File: src/rtl/rtc_hp_pkg.sv
package rtc_hp_pkg;
  localparam int DATA_W = 8;

  localparam int IDX_CTLA  = 10;
  localparam int IDX_CTLB  = 11;
  localparam int IDX_FLAGC = 12;
  localparam int IDX_STATD = 13;

  localparam logic [DATA_W-1:0] RST_CTLA  = 8'h26;
  localparam logic [DATA_W-1:0] RST_CTLB  = 8'h02;
  localparam logic [DATA_W-1:0] RST_FLAGC = 8'h00;
  localparam logic [DATA_W-1:0] VAL_STATD = 8'h80;
  localparam logic [DATA_W-1:0] IDX_READ  = 8'hFF;

  localparam int BIT_UIP  = 7;  // A: update in progress
  localparam int BIT_SET  = 7;  // B: set mode
  localparam int BIT_UIEN = 4;  // B: update interrupt enable
  // B bits dropped by a soft clear: periodic, alarm, square-wave enables
  localparam logic [DATA_W-1:0] SOFT_CLR_B = 8'h68;

  typedef enum logic [2:0] {
    K_PLAIN, K_TIME, K_CTLA, K_CTLB, K_FLAGC, K_STATD
  } reg_kind_e;
endpackage

File: src/rtl/rtc_hp_decode.sv
module rtc_hp_decode
  import rtc_hp_pkg::*;
#(
  parameter int IDX_W = 7
) (
  input  logic [IDX_W-1:0] idx,
  output reg_kind_e        kind
);
  always_comb begin
    unique case (int'(idx))
      0, 2, 4, 6, 7, 8, 9: kind = K_TIME;
      IDX_CTLA:            kind = K_CTLA;
      IDX_CTLB:            kind = K_CTLB;
      IDX_FLAGC:           kind = K_FLAGC;
      IDX_STATD:           kind = K_STATD;
      default:             kind = K_PLAIN;
    endcase
  end
endmodule

File: src/rtl/rtc_hp_store.sv
module rtc_hp_store #(
  parameter int DEPTH  = 128,
  parameter int DATA_W = 8,
  localparam int IDX_W = $clog2(DEPTH)
) (
  input  logic              clk,
  input  logic              rst_n,
  input  logic              we,
  input  logic [IDX_W-1:0]  idx,
  input  logic [DATA_W-1:0] wdata,
  output logic [DATA_W-1:0] rdata
);
  logic [DATA_W-1:0] cells [DEPTH];

  always_ff @(posedge clk or negedge rst_n) begin
    if (!rst_n) begin
      for (int i = 0; i < DEPTH; i++) cells[i] <= '0;
    end else if (we) begin
      cells[idx] <= wdata;
    end
  end

  assign rdata = cells[idx];
endmodule

File: src/rtl/rtc_hp_ctrl.sv
module rtc_hp_ctrl
  import rtc_hp_pkg::*;
(
  input  logic              clk,
  input  logic              rst_n,
  input  logic              wr_a,
  input  logic              wr_b,
  input  logic              wr_time,
  input  logic              rd_c,
  input  logic [DATA_W-1:0] wdata,
  input  logic [3:0]        flag_set,
  input  logic              uip_set,
  input  logic              uip_clr,
  input  logic              evt_clear,
  output logic [DATA_W-1:0] reg_a,
  output logic [DATA_W-1:0] reg_b,
  output logic [DATA_W-1:0] reg_c,
  output logic              irq,
  output logic              load_time
);
  logic [DATA_W-1:0] a_n, b_n, c_n;
  logic              irq_n, load_n;

  always_comb begin
    a_n = reg_a;
    if (wr_a) a_n = {reg_a[BIT_UIP], wdata[BIT_UIP-1:0]};
    if (uip_clr) a_n[BIT_UIP] = 1'b0;
    else if (uip_set && !reg_b[BIT_SET]) a_n[BIT_UIP] = 1'b1;
    if (wr_b && wdata[BIT_SET]) a_n[BIT_UIP] = 1'b0;

    b_n = reg_b;
    if (wr_b) begin
      b_n = wdata;
      if (wdata[BIT_SET]) b_n[BIT_UIEN] = 1'b0;
    end
    if (evt_clear) b_n = b_n & ~SOFT_CLR_B;

    c_n   = rd_c ? '0 : reg_c;
    irq_n = rd_c ? 1'b0 : irq;
    c_n[7:4] = c_n[7:4] | flag_set;
    if (flag_set[3]) irq_n = 1'b1;
    if (evt_clear) begin
      c_n[7:4] = 4'h0;
      irq_n    = 1'b0;
    end

    load_n = (wr_time && !reg_b[BIT_SET]) ||
             (wr_b && !wdata[BIT_SET] && reg_b[BIT_SET]);
  end

  always_ff @(posedge clk or negedge rst_n) begin
    if (!rst_n) begin
      reg_a     <= RST_CTLA;
      reg_b     <= RST_CTLB;
      reg_c     <= RST_FLAGC;
      irq       <= 1'b0;
      load_time <= 1'b0;
    end else begin
      reg_a     <= a_n;
      reg_b     <= b_n;
      reg_c     <= c_n;
      irq       <= irq_n;
      load_time <= load_n;
    end
  end
endmodule

File: src/rtl/rtc_host_port.sv
module rtc_host_port
  import rtc_hp_pkg::*;
#(
  parameter int DEPTH = 128,
  localparam int IDX_W = $clog2(DEPTH)
) (
  input  logic              clk,
  input  logic              rst_n,
  input  logic              host_wr,
  input  logic              host_rd,
  input  logic              host_sel,
  input  logic [DATA_W-1:0] host_wdata,
  output logic [DATA_W-1:0] host_rdata,
  input  logic [3:0]        flag_set,
  input  logic              uip_set,
  input  logic              uip_clr,
  input  logic              evt_clear,
  output logic              load_time,
  output logic              irq,
  output logic [DATA_W-1:0] ctl_a,
  output logic [DATA_W-1:0] ctl_b
);
  logic [IDX_W-1:0]  idx_q;
  reg_kind_e         kind;
  logic [DATA_W-1:0] store_q, reg_c, rd_mux;
  logic              dat_wr, dat_rd, store_we;

  assign dat_wr   = host_wr && host_sel;
  assign dat_rd   = host_rd && host_sel;
  assign store_we = dat_wr && (kind == K_PLAIN || kind == K_TIME);

  always_ff @(posedge clk or negedge rst_n) begin
    if (!rst_n) idx_q <= '0;
    else if (host_wr && !host_sel) idx_q <= host_wdata[IDX_W-1:0];
  end

  rtc_hp_decode #(.IDX_W(IDX_W)) u_dec (
    .idx  (idx_q),
    .kind (kind)
  );

  rtc_hp_store #(.DEPTH(DEPTH), .DATA_W(DATA_W)) u_store (
    .clk   (clk),
    .rst_n (rst_n),
    .we    (store_we),
    .idx   (idx_q),
    .wdata (host_wdata),
    .rdata (store_q)
  );

  rtc_hp_ctrl u_ctrl (
    .clk       (clk),
    .rst_n     (rst_n),
    .wr_a      (dat_wr && kind == K_CTLA),
    .wr_b      (dat_wr && kind == K_CTLB),
    .wr_time   (dat_wr && kind == K_TIME),
    .rd_c      (dat_rd && kind == K_FLAGC),
    .wdata     (host_wdata),
    .flag_set  (flag_set),
    .uip_set   (uip_set),
    .uip_clr   (uip_clr),
    .evt_clear (evt_clear),
    .reg_a     (ctl_a),
    .reg_b     (ctl_b),
    .reg_c     (reg_c),
    .irq       (irq),
    .load_time (load_time)
  );

  always_comb begin
    unique case (kind)
      K_CTLA:  rd_mux = ctl_a;
      K_CTLB:  rd_mux = ctl_b;
      K_FLAGC: rd_mux = reg_c;
      K_STATD: rd_mux = VAL_STATD;
      default: rd_mux = store_q;
    endcase
  end

  always_ff @(posedge clk or negedge rst_n) begin
    if (!rst_n) host_rdata <= '0;
    else if (host_rd) host_rdata <= host_sel ? rd_mux : IDX_READ;
  end
endmodule

File: config.mk
export PLATFORM = sky130hd
export DESIGN_NAME = rtc_host_port
export DESIGN_NICKNAME = d
export VERILOG_FILES = /design/src/rtl/rtc_hp_pkg.sv /design/src/rtl/rtc_hp_decode.sv /design/src/rtl/rtc_hp_store.sv /design/src/rtl/rtc_hp_ctrl.sv /design/src/rtl/rtc_host_port.sv
export SDC_FILE = /design/constraint.sdc
export NUM_CORES = 2
export LEC_CHECK = 0
export ABC_CLOCK_PERIOD_IN_PS = 4200
export BUFFER_PORTS_ARGS = -buffer_cell sky130_fd_sc_hd__buf_4
export CAP_MARGIN = 10
export CORE_ASPECT_RATIO = 0.75
export CORE_MARGIN = 2
export CORE_UTILIZATION = 30
export CTS_CLUSTER_DIAMETER = 150
export DETAILED_ROUTE_END_ITERATION = 10
export SYNTH_ARGS = -nofsm -noshare
export SYNTH_HDL_FRONTEND = slang
export SYNTH_HIERARCHICAL = 1
export SYNTH_SLANG_ARGS = --single-unit
File: constraint.sdc
create_clock -name clk -period 4.2 [get_ports clk]
set_input_delay 0 -clock clk [delete_from_list [all_inputs] [get_ports clk]]
set_output_delay 0 -clock clk [all_outputs]
set_load 0.05 [all_outputs]
Word level (Yosys, flattened, before mapping)
Memories as Yosys holds them, arrays and structs flattened.
Index checks and enable logic that the tools add are counted.
{"block": "totals", "reg_bits": 1061, "rom_bits": 48, "input_bits": 20, "out_inout_bits": 26, "elab_cells": 191, "n_memories": 1}
{"block": "op_classes", "n_lt_le_gt_ge": 2, "eq_ne": 5, "muxes": 20, "n_bitwise": 2, "n_reduce_logical": 24}
{"name": "(no name shown)", "depth": 16, "word_bits": 3, "read_ports": 1, "rd_clocked_by_memory_dff": 0, "write_ports": 0, "line": "rtc_hp_decode.sv:10", "rtl": "unique case (int'(idx))"}
{"op": "1024-bit bitwise mux", "n": 1}
{"op": "8-bit binary-select mux with 7-bit select", "n": 1}
{"op": "8-bit demux with 7-bit select", "n": 1}
{"op": "8-bit 2-to-1 mux", "n": 6}
{"op": "8-bit one-hot mux with 4 select lines", "n": 1}
{"op": "1-bit logical AND", "n": 14}
{"op": "8-bit >= comparator, second input constant", "n": 1}
{"op": "8-bit by 1-bit < comparator with 1-bit output, second input constant", "n": 1}
{"op": "7-bit inverter with 8-bit output", "n": 1}
{"op": "1-bit 2-to-1 mux", "n": 7}
{"op": "7-bit 2-to-1 mux", "n": 1}
{"op": "3-bit by 2-bit == test with 1-bit output, second input constant", "n": 2}
{"op": "3-bit == test, second input constant", "n": 2}
{"op": "3-bit logical NOT", "n": 2}
{"op": "3-bit nonzero test", "n": 2}
{"op": "4-bit 2-to-1 mux", "n": 1}
{"op": "4-bit OR", "n": 1}
{"op": "3-bit by 1-bit == test with 1-bit output, second input constant", "n": 1}
{"op": "1-bit logical NOT", "n": 3}
{"op": "3-bit 2-to-1 mux", "n": 1}
{"op": "1-bit logical OR", "n": 2}
{"op": "2-bit nonzero test", "n": 1}

Depth between registers and ports, before layout
{"block": "depth", "word_depth": 7, "depth_mapped": 15, "ltp_nobuf": 10}

By module
The synthesis kept the hierarchy.
{"module": "rtc_hp_store", "n_inst": 1, "cells_per_inst": 3560, "area_per_inst_um2": 47057.6, "seq_area_each_um2": 25624.6}
{"module": "rtc_hp_ctrl", "n_inst": 1, "cells_per_inst": 68, "area_per_inst_um2": 907.1, "seq_area_each_um2": 555.5}
{"module": "rtc_host_port", "n_inst": 1, "cells_per_inst": 86, "area_per_inst_um2": 885.8, "seq_area_each_um2": 375.4}
{"module": "rtc_hp_decode", "n_inst": 1, "cells_per_inst": 9, "area_per_inst_um2": 62.6, "seq_area_each_um2": 0.0}

Worst setup path after synthesis
OpenSTA, ideal clock, no wires.
{"block": "synth_path", "path_kind": "register -> register", "startpoint": "register idx_q[5]", "endpoint": "register u_store/cells[368] (netlist name)", "setup_ns": 0.125, "arrival_ns": 2.805, "required_time_ns": 4.075, "path_slack_ns": 1.270, "path_stages_with_launch": 13, "path_buffers": 5, "period_less_slack_ns": 2.930, "path_cell_list": "dfrtp_1 -> nor3_2 -> nand2_1 -> nor3b_1 -> clkbuf_1 -> buf_2 -> nor3_1 -> clkbuf_1 -> and3_1 -> clkbuf_1 -> buf_2 -> nand2_1 -> mux2_2"}
{"block": "synth_between", "elab_cells_between_ends": 13, "classes_between": "order compare (2); eq/ne (1); mux (4); bitwise (1); reduce/logical (5)"}
{"element": "start: declaration", "line": "rtc_host_port.sv:23", "rtl": "logic [IDX_W-1:0] idx_q;"}
{"element": "start signal: assignment", "line": "rtc_host_port.sv:34", "rtl": "else if (host_wr && !host_sel) idx_q <= host_wdata[IDX_W-1:0];"}
{"element": "3-bit logical NOT (*)", "line": "rtc_hp_decode.sv:10"}
{"element": "3-bit 2-to-1 mux (*)", "line": "rtc_hp_decode.sv:10"}
{"element": "named net kind[1]", "line": "rtc_host_port.sv:24", "rtl": "reg_kind_e kind;"}
{"element": "3-bit by 1-bit == test with 1-bit output or 3-bit logical NOT (tied branches)", "line": "rtc_host_port.sv:30", "rtl": "assign store_we = dat_wr && (kind == K_PLAIN || kind == K_TIME);"}
{"element": "1-bit logical OR (*)", "line": "rtc_host_port.sv:30"}
{"element": "1-bit logical AND (*)", "line": "rtc_host_port.sv:30"}
{"element": "named net store_we", "line": "rtc_host_port.sv:26", "rtl": "logic dat_wr, dat_rd, store_we;"}
{"element": "end signal: indexed assignment", "line": "rtc_hp_store.sv:19", "rtl": "cells[idx] <= wdata;"}
{"element": "end: declaration", "line": "rtc_hp_store.sv:13", "rtl": "logic [DATA_W-1:0] cells [DEPTH];"}
Mark *: on every way through the listed nets, which the timed path passes. The rest lies on a longest branch.
A chain may end at the register's enable or synchronous reset.

Worst setup path in the final report
{"block": "layout_path", "startpoint": "register idx_q[0]", "endpoint": "register host_rdata[4]"}
{"block": "layout_between", "elab_chain_len": 6, "elab_cells_between_ends": 12, "classes_between": "eq/ne (4); mux (6); bitwise (1); memory (1)"}
{"element": "7-bit inverter with 8-bit output (implied by the code)", "line": "rtc_hp_store.sv:23", "rtl": "assign rdata = cells[idx];"}
{"element": "8-bit binary-select mux with 7-bit select", "line": "rtc_hp_store.sv:23"}
{"element": "8-bit 2-to-1 mux (implied by the code) (2 in a row)", "line": "rtc_hp_store.sv:23"}
{"element": "named net store_q[4]", "line": "rtc_host_port.sv:25", "rtl": "logic [DATA_W-1:0] store_q, reg_c, rd_mux;"}
{"element": "8-bit one-hot mux with 4 select lines", "line": "rtc_host_port.sv:71", "rtl": "unique case (kind)"}
{"element": "8-bit 2-to-1 mux", "line": "rtc_host_port.sv:82", "rtl": "else if (host_rd) host_rdata <= host_sel ? rd_mux : IDX_READ;"}
{"element": "end signal: assignment", "line": "rtc_host_port.sv:82"}
{"element": "end: declaration", "line": "rtc_host_port.sv:13", "rtl": "output logic [DATA_W-1:0] host_rdata,"}
The timed path passes the listed nets, and every way through them passes these cells. The select of a mux whose other input is x is not followed.

==> metrics.csv <==
stage,metric,value,unit
grt,grt_use_total,0.187,
grt,grt_pass1_wl,235,mm
cts,htree_levels,3,
yosys,synthArstFlopShare,1.00,
place,dpl_worst_slack,0.253,ns
final_layout,seq_area,26600,um^2
run,maxCapViolations,0,
sta,finalSetupViolations,0,
sta,slew_violations,0,
setup_path,crit_type,reg -> reg,
setup_path,path_max_fanout,17,
yosys,synth.avg_cell_area,13.1,um^2
sta,relSlewSlack,0.133,
cts,clkLatencyLatePin,0.75,ns
sta,hold_slack,-0.0414,ns
final_layout,fill_cells,15657,
yosys,synth_top_cell_by_area,dfrtp_1,
final_layout,finalNetCount,3757,
sta,max_freq,238,MHz
setup_path,cp-start-kind,flop,
yosys,synthFlopType,dfrtp_1,
detailed_routing,avgRoutedWirePerCell,26.5,um
cts,clockRootBuffer,clkbuf_16,
detailed_routing,viasPerCell,5.63,
detailed_routing,finalWirelength,158,mm
sta,hold_viol,3,
power,power_density,477,nW/um^2
detailed_routing,drcViolationCount,0,
cts,cts_made_buffers,99,
yosys,synth_edf_count,0,
grt,grt_max_degree,137,
outcome,outcome,"complete, but fails checks",
final_layout,multiInputGateArea,20900,um^2
floorplanning,die_y,354,um
cts,numClockSinks,1061,
floorplanning,fp.coreArea,162000,um^2
worst_hold_path,hold_class,in -> reg,
sta,tightest_slew,1.29,ns
place,port-buffer-count,45,
final_layout,layout-drive-gt1-share,0.407,
yosys,synth_warnings,6,
final_layout,area_growth,14.2,%
setup_path,required,4.81,ns
sta,period_needed,4.20,ns
cts,clockBufferDepth,3,
detailed_routing,vias,33596,
detailed_routing,dr.pass1.iters,6,
yosys,synthTopCellsByArea,"dfrtp_1 (54%), mux2_2 (24%), a221oi_1 (4.4%), a21oi_1 (1.4%), clkbuf_1 (1.4%)",
floorplanning,start_util,0.302,
detailed_routing,ant_nets,0,
power,ir_worst_vdd,304,uV
floorplanning,io_pins,46,
sta,fin_crit_sh,0.999,
floorplanning,dieArea,166000,um^2
power,p_leak,25.8,nW
floorplanning,rows,128,
cts,clk_pin_slew,0.07,ns
cts,cts_tree,yes,
yosys,ys_seq_area_frac,0.543,
floorplanning,fp.dieW,470,um
outcome,violations,hold timing,
yosys,synth.top_cell.area_share,0.541,
yosys,syn_inst,3723,
setup_path,crit_arrival,4.80,ns
yosys,yosysUniqueCellTypes,78,
final_layout,utilization,0.345,
grt,gr-total-overflow,0,
grt,antenna_found_initial,3,
sta,clock_skew,0.0415,ns
place,dp_hpwl,101,mm
detailed_routing,drt_iter0_drc,3705,
yosys,synth-seq-cells,1061,
sta,setup-tns-final,0,ns
sta,setup_ws,0.00399,ns
sta,rsz0062_at_grt,no,
yosys,synth_area,48900,um^2
grt,first_global_vias,33151,
setup_path,crit_path_end_kind,flop,
place,gp_congestion,0.903,
-- final cells by class --
class	instances	share of cell area
Antenna cell	3	0.000134
Clock buffer	146	0.0513
Clock inverter	40	0.0111
Inverter	13	0.000963
Multi-Input combinational cell	2341	0.374
Sequential cell	1061	0.476
Tap cell	2145	0.0481
Timing Repair Buffer	221	0.0387
-- Yosys cell counts, types with 5 or more instances --
cell type	n
a211oi_1	8
a21o_1	9
a21oi_1	134
a221o_1	20
a221oi_1	247
a221oi_2	7
a222oi_1	9
a22o_1	24
a22oi_1	59
and2_1	6
buf_1	21
buf_2	79
buf_4	13
buf_6	21
clkbuf_1	176
dfrtp_1	1057
inv_1	9
mux2_1	18
mux2_2	1064
mux2i_1	50
mux4_2	23
nand2_1	149
nand2b_1	26
nand3_1	27
nand3b_1	17
nand4_1	11
nor2_1	142
nor2_2	49
nor2_4	10
nor2b_1	13
nor3_1	12
nor3_2	6
nor4_1	5
o211ai_1	12
o21ai_0	67
o21ai_1	15
o221ai_1	7
o22a_1	9
o22ai_1	30
-- repair_timing --
item / 4_1_cts / 5_1_grt
setup buffers: 0 / 0
hold endpoints to repair: 314 / 0
hold buffers: 22 / 0
resized for setup: 0 / 3
endpoints found under the setup margin: 0 / 4
-- through the flow --
| stage | instance area, um^2 | cells | power (mW) |
|---|---|---|---|
| after floorplan | 48900 | 3726 | 14.9 |
| after global placement | 52100 | 5757 | 16.8 |
| after detailed placement | 52100 | 5758 | 16.9 |
| after CTS | 55800 | 5966 | 26.7 |
| after global routing | 55800 | 5968 | 27.7 |
| final | 55800 | 5970 | 26.6 |
-- power by group --
group          total (mW)  internal (mW)  switching [mW]
Clock                9.74           5.56            4.19
Sequential           12.0           11.3           0.657
Combinational        4.91           1.88            3.03
-- layer usage --
| metal | wire [um] | global-route usage | share of wire |
|---|---|---|---|
| met1 | 75000 | 0.284 | 0.47 |
| met2 | 64400 | 0.255 | 0.41 |
| met3 | 15200 | 0.0560 | 0.096 |
| met4 | 3430 | 0.0445 | 0.022 |
| met5 | 15 | 0 | 0.000095 |
-- state kept, by name (all words and copies together), names as in the netlist --
register and cells:
u_store/cells 1024, host_rdata 8, u_ctrl/reg_a 8, u_ctrl/reg_b 8, idx_q 7, u_ctrl/reg_c 4
u_ctrl/irq 1, u_ctrl/load_time 1
-- worst max-delay path, cell delays in order (launching register included) --
cell	delay [ns]
dfrtp_4	0.63
buf_4	0.25
and2_2	0.37
buf_4	0.29
a221oi_1	0.30
nor2_1	0.06
o21ai_0	0.22
nand4_1	0.42
nor3_1	0.63
nand3b_1	0.31
a221o_1	0.39
o22a_1	0.18
-- cell families after synthesis --
kind of cell,count (synthesis),share of synthesized area
AOI/OAI and AO/OA,686,0.104
xor gates and xnor gates,1,0.000179
adders and majority gates,1,0.000230
buffers and inverters,324,0.0314
DFF,1061,0.543
muxes,1157,0.271
other,1,0.0000767
and+or+nand+nor,492,0.0501
-- path summary, 6_finish.rpt --
| path | start | end | slack, ns | cells past startpoint |
|---|---|---|---|---|
| max | idx_q[0] | host_rdata[4] | 0.004 | 11 |
| min | host_wdata[7] | u_ctrl/reg_b[4] | -0.04 | 4 |
| max reg2reg | idx_q[0] | host_rdata[4] | 0.004 | 11 |
| min reg2reg | u_store/cells[371] | u_store/cells[371] | 0.50 | 1 |
| max in group asynchronous | rst_n | u_store/cells[724] | 2.55 | 4 |
| min in group asynchronous | rst_n | host_rdata[1] | 0.39 | 3 |
-- cells in the final DEF, fill, tap and decap left out, types with 13 or more instances in the layout --
cell / n
clkbuf_1: 26
mux4_2: 23
nor2_1: 140
nand2_1: 149
a22o_1: 24
nor2_2: 50
buf_12: 33
buf_4: 163
o22ai_1: 30
dfrtp_1: 1053
a221oi_1: 247
clkbuf_16: 99
mux2_2: 1064
a221o_1: 20
nand3_1: 27
a21oi_1: 134
mux2_1: 18
nand3b_1: 17
a22oi_1: 59
clkinv_2: 16
o21ai_0: 66
nand2b_1: 26
o21ai_1: 16
bufinv_16: 13
mux2i_1: 50
dlygate4sd3_1: 21
clkbuf_8: 21
Power figures use the tool's default switching activity.
